--- src/rtl/smb_pkg.sv ---
package smb_pkg;
  localparam int BYTE_W = 8;

  typedef enum logic [2:0] {
    PH_IDLE,
    PH_ADDR,
    PH_CMD,
    PH_CNT,
    PH_WDATA,
    PH_TXCNT,
    PH_TXDATA,
    PH_IGNORE
  } phase_e;
endpackage

--- src/rtl/smb_edge.sv ---
module smb_edge (
  input  logic clk_i,
  input  logic rst_ni,
  input  logic scl_i,
  input  logic sda_i,
  output logic scl_o,
  output logic sda_o,
  output logic scl_rise_o,
  output logic scl_fall_o,
  output logic start_o,
  output logic stop_o
);
  logic [2:0] scl_q, sda_q;

  always_ff @(posedge clk_i or negedge rst_ni) begin
    if (!rst_ni) begin
      scl_q <= 3'b111;
      sda_q <= 3'b111;
    end else begin
      scl_q <= {scl_q[1:0], scl_i};
      sda_q <= {sda_q[1:0], sda_i};
    end
  end

  assign scl_o      = scl_q[1];
  assign sda_o      = sda_q[1];
  assign scl_rise_o = scl_q[1] & ~scl_q[2];
  assign scl_fall_o = ~scl_q[1] & scl_q[2];
  // data edge while clock stays high
  assign start_o    = scl_q[1] & scl_q[2] & ~sda_q[1] & sda_q[2];
  assign stop_o     = scl_q[1] & scl_q[2] & sda_q[1] & ~sda_q[2];
endmodule

--- src/rtl/smb_regbank.sv ---
module smb_regbank #(
  parameter int NREG = 5,
  parameter int AW   = 3
) (
  input  logic                          clk_i,
  input  logic                          rst_ni,
  input  logic                          we_i,
  input  logic [AW-1:0]                 waddr_i,
  input  logic [smb_pkg::BYTE_W-1:0]    wdata_i,
  input  logic [AW-1:0]                 raddr_i,
  output logic [smb_pkg::BYTE_W-1:0]    rdata_o,
  output logic [NREG*smb_pkg::BYTE_W-1:0] regs_o
);
  localparam int BW = smb_pkg::BYTE_W;

  logic [BW-1:0] mem_q [NREG];

  for (genvar k = 0; k < NREG; k++) begin : g_reg
    always_ff @(posedge clk_i or negedge rst_ni) begin
      if (!rst_ni)                              mem_q[k] <= '1;
      else if (we_i && waddr_i == AW'(k))       mem_q[k] <= wdata_i;
    end
    assign regs_o[k*BW +: BW] = mem_q[k];
  end

  always_comb begin
    rdata_o = '1;
    for (int k = 0; k < NREG; k++)
      if (raddr_i == AW'(k)) rdata_o = mem_q[k];
  end


  wr_addr_range_chk: assert property (@(posedge clk_i) disable iff (!rst_ni)
    we_i |-> (waddr_i < AW'(NREG)));
endmodule

--- src/rtl/smb_engine.sv ---
module smb_engine #(
  parameter logic [6:0] DEV_ADDR = 7'b1101001,
  parameter int         NREG     = 5,
  parameter int         MAX_CNT  = 32,
  parameter int         AW       = 3,
  parameter int         IDX_W    = 6
) (
  input  logic                       clk_i,
  input  logic                       rst_ni,
  input  logic                       pwr_dn_i,
  input  logic                       scl_lvl_i,
  input  logic                       sda_lvl_i,
  input  logic                       scl_rise_i,
  input  logic                       scl_fall_i,
  input  logic                       start_i,
  input  logic                       stop_i,
  input  logic [smb_pkg::BYTE_W-1:0] rdata_i,
  output logic [AW-1:0]              raddr_o,
  output logic                       we_o,
  output logic [AW-1:0]              waddr_o,
  output logic [smb_pkg::BYTE_W-1:0] wdata_o,
  output logic                       sda_oe_o
);
  import smb_pkg::*;

  localparam logic [BYTE_W-1:0] LEN_B   = BYTE_W'(NREG);
  localparam logic [BYTE_W-1:0] MAXC_B  = BYTE_W'(MAX_CNT);
  localparam logic [IDX_W-1:0]  NREG_I  = IDX_W'(NREG);
  localparam logic [IDX_W-1:0]  MAXC_I  = IDX_W'(MAX_CNT);

  phase_e            phase_q, nxt_q, nph_c;
  logic [3:0]        bits_q;
  logic [BYTE_W-1:0] rx_q, tx_q, load_c;
  logic              hack_q, oe_q, ack_c, we_c, rx_ph, tx_ph;
  logic [IDX_W-1:0]  cnt_q, idx_q, rdx_q;

  assign rx_ph = (phase_q == PH_ADDR) || (phase_q == PH_CMD) ||
                 (phase_q == PH_CNT)  || (phase_q == PH_WDATA);
  assign tx_ph = (phase_q == PH_TXCNT) || (phase_q == PH_TXDATA);

  // decision on a completed received byte
  always_comb begin
    ack_c = 1'b0;
    we_c  = 1'b0;
    nph_c = PH_IGNORE;
    unique case (phase_q)
      PH_ADDR: if (rx_q[7:1] == DEV_ADDR) begin
        ack_c = 1'b1;
        nph_c = rx_q[0] ? PH_TXCNT : PH_CMD;
      end
      PH_CMD: if (rx_q == '0) begin
        ack_c = 1'b1;
        nph_c = PH_CNT;
      end
      PH_CNT: if (rx_q != '0 && rx_q <= MAXC_B) begin
        ack_c = 1'b1;
        nph_c = PH_WDATA;
      end
      PH_WDATA: if (idx_q < cnt_q) begin
        ack_c = 1'b1;
        nph_c = PH_WDATA;
        we_c  = (idx_q < NREG_I) && ((cnt_q <= NREG_I) || (cnt_q == MAXC_I));
      end
      default: ;
    endcase
  end

  assign load_c  = (rdx_q < NREG_I) ? rdata_i : '1;
  assign raddr_o = rdx_q[AW-1:0];
  assign waddr_o = idx_q[AW-1:0];
  assign wdata_o = rx_q;
  assign we_o    = !pwr_dn_i && scl_fall_i && bits_q == 4'd8 &&
                   phase_q == PH_WDATA && ack_c && we_c;
  assign sda_oe_o = oe_q;

  always_ff @(posedge clk_i or negedge rst_ni) begin
    if (!rst_ni) begin
      phase_q <= PH_IDLE;
      nxt_q   <= PH_IDLE;
      bits_q  <= '0;
      rx_q    <= '0;
      tx_q    <= '1;
      hack_q  <= 1'b1;
      oe_q    <= 1'b0;
      cnt_q   <= '0;
      idx_q   <= '0;
      rdx_q   <= '0;
    end else if (pwr_dn_i) begin
      phase_q <= PH_IDLE;
      bits_q  <= '0;
      oe_q    <= 1'b0;
    end else if (start_i) begin
      phase_q <= PH_ADDR;
      bits_q  <= '0;
      oe_q    <= 1'b0;
    end else if (stop_i) begin
      phase_q <= PH_IDLE;
      bits_q  <= '0;
      oe_q    <= 1'b0;
    end else if (rx_ph || tx_ph) begin
      if (scl_rise_i) begin
        if (bits_q < 4'd8 && rx_ph)   rx_q   <= {rx_q[BYTE_W-2:0], sda_lvl_i};
        if (bits_q == 4'd8 && tx_ph)  hack_q <= sda_lvl_i;
        bits_q <= bits_q + 4'd1;
      end
      if (scl_fall_i) begin
        if (bits_q == 4'd8) begin
          if (rx_ph) begin
            oe_q  <= ack_c;
            nxt_q <= nph_c;
            if (phase_q == PH_CNT) begin
              cnt_q <= rx_q[IDX_W-1:0];
              idx_q <= '0;
            end
            if (phase_q == PH_WDATA && ack_c) idx_q <= idx_q + 1'b1;
          end else begin
            oe_q <= 1'b0;                 // host ACK slot
          end
        end else if (bits_q == 4'd9) begin
          bits_q <= '0;
          if (rx_ph) begin
            if (nxt_q == PH_TXCNT) begin
              phase_q <= PH_TXCNT;
              tx_q    <= LEN_B;
              oe_q    <= ~LEN_B[BYTE_W-1];
              rdx_q   <= '0;
            end else begin
              phase_q <= nxt_q;
              oe_q    <= 1'b0;
            end
          end else if (hack_q) begin
            phase_q <= PH_IGNORE;
            oe_q    <= 1'b0;
          end else begin
            phase_q <= PH_TXDATA;
            tx_q    <= load_c;
            oe_q    <= ~load_c[BYTE_W-1];
            if (rdx_q < NREG_I) rdx_q <= rdx_q + 1'b1;
          end
        end else if (bits_q != 4'd0 && tx_ph) begin
          tx_q <= {tx_q[BYTE_W-2:0], 1'b1};
          oe_q <= ~tx_q[BYTE_W-2];
        end
      end
    end
  end


  pdn_release_chk: assert property (@(posedge clk_i) disable iff (!rst_ni)
    pwr_dn_i |=> !oe_q);


  we_len_legal_chk: assert property (@(posedge clk_i) disable iff (!rst_ni)
    we_o |-> ((cnt_q != '0 && cnt_q <= NREG_I) || cnt_q == MAXC_I));


  we_in_len_chk: assert property (@(posedge clk_i) disable iff (!rst_ni)
    we_o |-> (idx_q < cnt_q));


  sda_pull_on_low_chk: assert property (@(posedge clk_i) disable iff (!rst_ni)
    $rose(oe_q) |-> !scl_lvl_i);


  ignore_quiet_chk: assert property (@(posedge clk_i) disable iff (!rst_ni)
    (phase_q == PH_IGNORE && $past(phase_q) == PH_IGNORE) |-> !oe_q);
endmodule

--- src/rtl/smb_clk_en_regs.sv ---
module smb_clk_en_regs #(
  parameter logic [6:0] DEV_ADDR = 7'b1101001,
  parameter int         NREG     = 5,
  parameter int         MAX_CNT  = 32
) (
  input  logic                   clk_i,
  input  logic                   rst_ni,
  input  logic                   pwr_dn_i,
  input  logic                   scl_i,
  input  logic                   sda_i,
  output logic                   sda_oe_o,
  output logic [NREG*8-1:0]      en_regs_o
);
  localparam int AW    = (NREG > 1) ? $clog2(NREG) : 1;
  localparam int IDX_W = $clog2(MAX_CNT + 1);
  localparam int BW    = smb_pkg::BYTE_W;

  logic scl_s, sda_s, scl_rise, scl_fall, start_ev, stop_ev, we;
  logic [AW-1:0] waddr, raddr;
  logic [BW-1:0] wdata, rdata;

  smb_edge u_edge (
    .clk_i      (clk_i),
    .rst_ni     (rst_ni),
    .scl_i      (scl_i),
    .sda_i      (sda_i),
    .scl_o      (scl_s),
    .sda_o      (sda_s),
    .scl_rise_o (scl_rise),
    .scl_fall_o (scl_fall),
    .start_o    (start_ev),
    .stop_o     (stop_ev)
  );

  smb_engine #(
    .DEV_ADDR (DEV_ADDR),
    .NREG     (NREG),
    .MAX_CNT  (MAX_CNT),
    .AW       (AW),
    .IDX_W    (IDX_W)
  ) u_engine (
    .clk_i      (clk_i),
    .rst_ni     (rst_ni),
    .pwr_dn_i   (pwr_dn_i),
    .scl_lvl_i  (scl_s),
    .sda_lvl_i  (sda_s),
    .scl_rise_i (scl_rise),
    .scl_fall_i (scl_fall),
    .start_i    (start_ev),
    .stop_i     (stop_ev),
    .rdata_i    (rdata),
    .raddr_o    (raddr),
    .we_o       (we),
    .waddr_o    (waddr),
    .wdata_o    (wdata),
    .sda_oe_o   (sda_oe_o)
  );

  smb_regbank #(
    .NREG (NREG),
    .AW   (AW)
  ) u_bank (
    .clk_i   (clk_i),
    .rst_ni  (rst_ni),
    .we_i    (we),
    .waddr_i (waddr),
    .wdata_i (wdata),
    .raddr_i (raddr),
    .rdata_o (rdata),
    .regs_o  (en_regs_o)
  );


  pdn_hold_chk: assert property (@(posedge clk_i) disable iff (!rst_ni)
    (pwr_dn_i && $past(pwr_dn_i)) |-> $stable(en_regs_o));
endmodule

--- config.mk ---
export PLATFORM = sky130hd
export DESIGN_NAME = smb_clk_en_regs
export DESIGN_NICKNAME = d
export VERILOG_FILES = /design/src/rtl/smb_pkg.sv /design/src/rtl/smb_edge.sv /design/src/rtl/smb_regbank.sv /design/src/rtl/smb_engine.sv /design/src/rtl/smb_clk_en_regs.sv
export SDC_FILE = /design/constraint.sdc
export NUM_CORES = 1
export LEC_CHECK = 0
export ABC_AREA = 1
export BUFFER_PORTS_ARGS = -buffer_cell sky130_fd_sc_hd__buf_2
export CORE_MARGIN = 5
export CORE_UTILIZATION = 35
export CTS_BUF_LIST = sky130_fd_sc_hd__clkbuf_16
export DETAILED_ROUTE_END_ITERATION = 8
export PLACE_DENSITY_LB_ADDON = 0.25
export REMOVE_ABC_BUFFERS = 1
export SETUP_SLACK_MARGIN = 0.4
export SLEW_MARGIN = 20
export SYNTH_ARGS = -nofsm -noshare
export SYNTH_HDL_FRONTEND = slang
export SYNTH_SLANG_ARGS = --single-unit
--- constraint.sdc ---
create_clock -name clk_i -period 2.3 [get_ports clk_i]
set_input_delay 0.46 -clock clk_i [delete_from_list [all_inputs] [get_ports clk_i]]
set_output_delay 0.46 -clock clk_i [all_outputs]
set_load 0.05 [all_outputs]
# ---- Word-level counts from Yosys, hierarchy flattened
# Cells that the tools add are included.
dict set report totals {
  ram_bits 0
  mem_count 0
  latch_bits 0
  ff_bits 91
  out_inout_bits 41
  word_cells 171
  romBits 0
}
dict set report classes {
  mux 60
  n_eq_ne 24
  bitwise_logic 17
  magnitude_cmp 6
  add_sub_neg 3
  reduce_logical 44
  multipliers 0
  n_div 0
  shift 0
}
# op count
set ops {}
lappend ops {{$mux 8} 6}
lappend ops {{$mux 3} 12}
lappend ops {{$mux 6} 6}
lappend ops {{$mux 7} 5}
lappend ops {{$mux 4} 8}
lappend ops {{$mux 1} 19}
lappend ops {{$eq 3x2->1 const B} 6}
lappend ops {{$eq 3x3->1 const B} 6}
lappend ops {{$logic_and 1x1->1} 16}
lappend ops {{$reduce_and 8->1} 2}
lappend ops {{$reduce_bool 4->1} 4}
lappend ops {{$add 6x1->6 const B} 2}
lappend ops {{$lt 6x3->1 const B} 2}
lappend ops {{$pmux 3 s4} 1}
lappend ops {{$reduce_and 6->1} 2}
lappend ops {{$not 1->1} 10}
lappend ops {{$reduce_and 10->1} 1}
lappend ops {{$eq 3x1->1 const B} 3}
lappend ops {{$reduce_and 9->1} 1}
lappend ops {{$eq 4x4->1 const B} 2}
lappend ops {{$le 8x6->1 const B} 1}
lappend ops {{$logic_not 8->1} 1}
lappend ops {{$reduce_bool 8->1} 1}
lappend ops {{$and 1x1->1} 7}
lappend ops {{19 further kinds} 30}

# ---- Longest topological paths before layout
dict set report depth {
  ltp_word 17
  ltp_mapped 14
}

# ---- Hierarchy
# A second synthesis with hierarchy kept.
dict set report unflattened {
  hier_cells 642
  hier_area_um2 5113.7
}
# module seq_area_each_um2 area_per_inst_um2 cells_per_inst instances
set modules_own_cells {}
lappend modules_own_cells {smb_engine 1136.1 2946.6 378 1}
lappend modules_own_cells {smb_regbank 1051.0 1968.1 247 1}
lappend modules_own_cells {smb_edge 157.7 198.9 17 1}

# ---- Worst setup path before layout
# Ideal clock, no wire load.
dict set report synth_path {
  path_kind {register to register}
  start {register u_engine.idx_q[5]}
  end {register u_engine.idx_q[0]}
  arrival_time_ns 1.654
  path_stages_with_launch 11
  synth_period_minus_slack_ns 1.782
  slack_ns 0.518
  n_path_buf 0
  setup_ns 0.128
  cell_sequence {dfrtp_1 > ha_1 > a21oi_1 > o21a_1 > nand3_2 > inv_2 > nand2_1 > nand2_1 > inv_1 > nand2_1 > o21ai_0}
}
dict set report synth_between {
  elab_chain_len 6
  elab_cells_between_ends 7
}
# item line
set synth_rtl {}
lappend synth_rtl {{start, declared} smb_engine.sv:35} ;# logic [IDX_W-1:0] cnt_q, idx_q, rdx_q;
lappend synth_rtl {{start signal, assigned} smb_engine.sv:115} ;# if (phase_q == PH_WDATA && ack_c) idx_q <= idx_q + 1'b1;
lappend synth_rtl {{$lt 6x6->1 *} smb_engine.sv:59} ;# PH_WDATA: if (idx_q < cnt_q) begin
lappend synth_rtl {{$mux 1 *} smb_engine.sv:59}
lappend synth_rtl {{$pmux 1 s4 *} smb_engine.sv:46} ;# unique case (phase_q)
lappend synth_rtl {{$logic_and 1x1->1 *} smb_engine.sv:115}
lappend synth_rtl {{$reduce_bool 2->1 (no source line)} n/a}
lappend synth_rtl {{$reduce_and 8->1 (no source line)} n/a}
# Mark *: on every way between the ends. The rest lies on a longest branch, timed or not.
# A chain may end at the register's enable or synchronous reset.

# ---- Worst setup path in the final report
dict set report layout_path {
  start {register u_engine.idx_q[1]}
  end {register u_bank.mem_q, in the netlist u_bank.regs_o[16]}
}
dict set report layout_between {
  elab_chain_len 6
  elab_cells_between_ends 11
}
# item line
set layout_rtl {}
lappend layout_rtl {{$lt 6x6->1 or $lt 6x3->1 (tied branches)} {smb_engine.sv:59, smb_engine.sv:62}}
lappend layout_rtl {{$mux 1 or $logic_and 1x1->1 (tied branches)} {smb_engine.sv:59, smb_engine.sv:62}}
lappend layout_rtl {{$pmux 1 s4 or $mux 1 (tied branches)} {smb_engine.sv:46, smb_engine.sv:59}}
lappend layout_rtl {{$logic_and 1x1->1 or $mux 1 (tied branches)} {smb_engine.sv:73, smb_engine.sv:46}}
lappend layout_rtl {{$logic_and 1x1->1} smb_engine.sv:73} ;# phase_q == PH_WDATA && ack_c && we_c;
lappend layout_rtl {{$logic_and 1x1->1 *} smb_regbank.sv:21} ;# else if (we_i && waddr_i == AW'(k)) mem_q[k] <= wdata_i;
lappend layout_rtl {{end signal, assigned by index} smb_regbank.sv:21}
lappend layout_rtl {{end, declared} smb_regbank.sv:16} ;# logic [BW-1:0] mem_q [NREG];
# Marked as above.

==> summary.txt <==
Yosys
  – Synth Area in Compound Gates: 12.2%
  – Post-synth EDFFs: 0
  – Post-synthesis cell count: 666
  – Post-synth ARST share: 100%
  – Ys flop type: dfstp_2
  – Ranking of synthesized cells by area: dfstp_2 28%, dfrtp_1 18%, nand2_1 14%
  – Largest family of logic cells by synthesized area: simple AND/OR/NAND/NOR gates
  – Simple-Gate Fraction of Synth Area: 26.1%
  – Post-synth top cells: 192 x nand2_1, 108 x inv_1, 54 x dfstp_2
  – Count of cell types in the netlist: 41
  – Post-synthesis sequential area ratio: 45.9%
  – Synthesis Warnings: 0
  – Syn Area/Cell: 7.67 sq um
  – Synth top area share: 27.8%
  – Synth Area in XOR/XNOR: 0.686%
  – Post-Synth Adder-Cell Area: 4.90%
  – Most common cell in the netlist: nand2_1
  – Largest area contributor in the netlist: dfstp_2
  – Seq cells post-synth: 91
  – Multiplexer share of the synthesized area: 0%
  – Synthesized area: 0.00511 sq mm

Placed design
  – PortBufs: 45
  – Cell area after placement: 0.00556 sq mm
  – DP HPWL: 9.95 mm
  – Routability cong.: 0.866

Timing
  – Setup violations, final: 0
  – Setup Skew: 8.46 ps
  – Fin crit share: 84.7%
  – Tmin final: 1950 ps
  – Slew HR: 42.1%
  – Final hold vios: 0
  – Peak Freq: 0.513 GHz
  – Post-route setup TNS: 0 ps
  – Slew at the pin closest to its max-slew limit: 865 ps
  – RSZ-0062 raised after global routing: yes
  – Slew Limit Fails: 0

Power
  – Leakage: 3.08 nW
  – VDD IR-drop max: 0.304 mV
  – Tot Pwr: 3.22 mW
  – PwrDens: 502 mW/mm^2

Critical path
  – FF-to-FF Start: u_engine.idx_q[1]
  – Max stage delay cell, worst path: dfrtp_1
  – Critical Path End Type: flip-flop
  – CP delay by family, top: compound AO/OA/AOI/OAI gates
  – R2R Setup Slk: 350 ps
  – WP data required: 2580 ps
  – Worst R2R Path Depth: 9
  – Crit path DAT: 2230 ps
  – Slowest Stage Delay on Critical Path: 470 ps
  – Crit Path Class: flip-flop to flip-flop
  – Crit path launch type: flip-flop
  – Max FO, Critical Path: 8
  – Worst-path cell chain: ha_4 -> a21boi_1 -> o21ai_2 -> nand3_4 -> nor2_4 -> buf_6 -> nand2_8 -> o21ai_1 -> inv_1
  – Buffer and inverter count on the worst path: 2
  – Reg2reg end: u_bank.regs_o[16]

Final layout
  – Final net count: 774
  – Fill count: 1,453
  – Layout cells sized above 1: 32.7%
  – P&R area growth vs syn: 25.6%
  – Footprint of the multi-input gates: 0.00258 sq mm
  – Utilization after layout: 44.5%
  – Design Area, Final: 0.00641 sq mm
  – Diode count: 0
  – Area occupied by registers: 0.00235 sq mm

Floorplanning
  – Die area: 0.0171 sq mm
  – Chip Height: 131 um
  – I/O pin count: 46
  – Initial Util: 35.4%
  – Core area: 0.0144 sq mm
  – Cell Rows: 44
  – Width of the die: 131 um

Run status
  – Status: finished clean

CTS
  – CTS tree: yes
  – Clock sinks: 91
  – Hold_buf cts: 0
  – Clk_lat worst skew: 350 ps
  – Root buffer cell: clkbuf_16
  – Reg clk slew, reported paths: 60 ps
  – Clk buf depth: 2
  – Inserted Clock Buffers: 9
  – H-tree depth: 3

Detailed routing
  – Pre-antenna DRT Iters: 5
  – DRC: 0
  – Routed len/inst: 15.5 um
  – Initial drt markers: 267
  – Total wire length: 14.5 mm
  – Post-route ant nets: 0
  – Vias post-DR: 4,610
  – Routed vias/inst: 4.92

GRT
  – First-pass GRT wire length: 22.8 mm
  – GRT Util Overall: 17.1%
  – Vias in the first global route: 4,564
  – GR Overflow Total: 0
  – Largest net degree at the start of global routing: 40
  – Initial antenna violation count: 0

Worst hold path
  – Hold WC Path Type: input pin to async pin

Run
  – Max cap viols: 0
[logic make-up (layout without fill, tap and decap cells)]
family	after synthesis	after routing
and+or+nand+nor	309	311
buffers and inverters	127	212
AOI/OAI and AO/OA	115	115
DFF	91	91
adders and majority gates	20	20
xor gates and xnor gates	4	4
[cell usage in the layout, fill, tap and decap left out, drive strengths merged, types with 2 or more instances in the layout]
cell	instances
nand2	203
inv	116
o21ai	81
buf	80
nor2	56
dfstp	54
dfrtp	37
nand3	27
ha	20
a21oi	19
nor3	14
clkbuf	9
nand4	5
clkinvlp	4
xor2	3
clkinv	3
o22ai	2
o22a	2
a211oi	2
nor4	2
or2	2
o31ai	2
[how the worst max path moves through the flow]
stage | depth (start not counted) | slack [ps] | endpoint | from
2_1_floorplan | 10 | 520 | u_engine.idx_q[0] | u_engine.idx_q[5]
3_3_place_gp | 8 | 180 | u_bank.regs_o[32] | u_engine.idx_q[5]
4_1_cts | 10 | 410 | u_bank.regs_o[16] | u_engine.bits_q[1]
5_1_grt | 10 | 240 | u_bank.regs_o[32] | u_engine.idx_q[1]
3_5_place_dp | 8 | 120 | u_bank.regs_o[36] | u_engine.idx_q[5]
6_report | 9 | 350 | u_bank.regs_o[16] | u_engine.idx_q[1]
[metal layers]
metal	up-vias	wire length (um)	global-route usage, %
met2	113	6800	28.1
met3	27	825	3.25
met4	0	364	7.99
met5	-	0	0
met1	2196	6500	21.9
li1	2274	-	-
[flip-flops by register name, summed over array words and instances (netlist names)]
register           flops
u_bank.regs_o         40
u_edge.scl_q           3
u_edge.sda_q           3
u_engine.bits_q        4
u_engine.cnt_q         6
u_engine.hack_q        1
u_engine.idx_q         6
u_engine.nxt_q         3
u_engine.phase_q       3
u_engine.rdx_q         6
u_engine.sda_oe_o      1
u_engine.tx_q          7
u_engine.wdata_o       8
[power by group]
| part | switching (mW) | total, mW | internal, mW |
|---|---|---|---|
| clock network | 0.608 | 1.32 | 0.709 |
| logic | 0.143 | 0.202 | 0.0592 |
| registers | 0.0683 | 1.70 | 1.64 |
| total | 0.819 | 3.22 | 2.40 |
[per-stage QoR]
stage               setup slack (ps)  hold slack (ps)  instances
floorplan                        517              164        655
global placement                 185              346        893
detailed placement               122              347        893
CTS                              406             31.8        925
global route                     244             52.8        937
finish                           352             29.2        937
[final cells by class]
cell class | count | area share, %
multi-input combinational | 450 | 40.2
sequential | 91 | 36.6
timing repair buffer | 80 | 8.52
inverter | 116 | 6.98
tap | 184 | 3.59
clock buffer | 9 | 3.51
clock inverter | 6 | 0.429
timing repair inverter | 1 | 0.117
[timing repair]
action                     4_1_cts  5_1_grt
buffers inserted                15       11
pin swaps                        8       16
gates cloned                     2        1
gates resized for setup         30       64
setup endpoints to repair       54       70
Power figures use the tool's default switching activity.
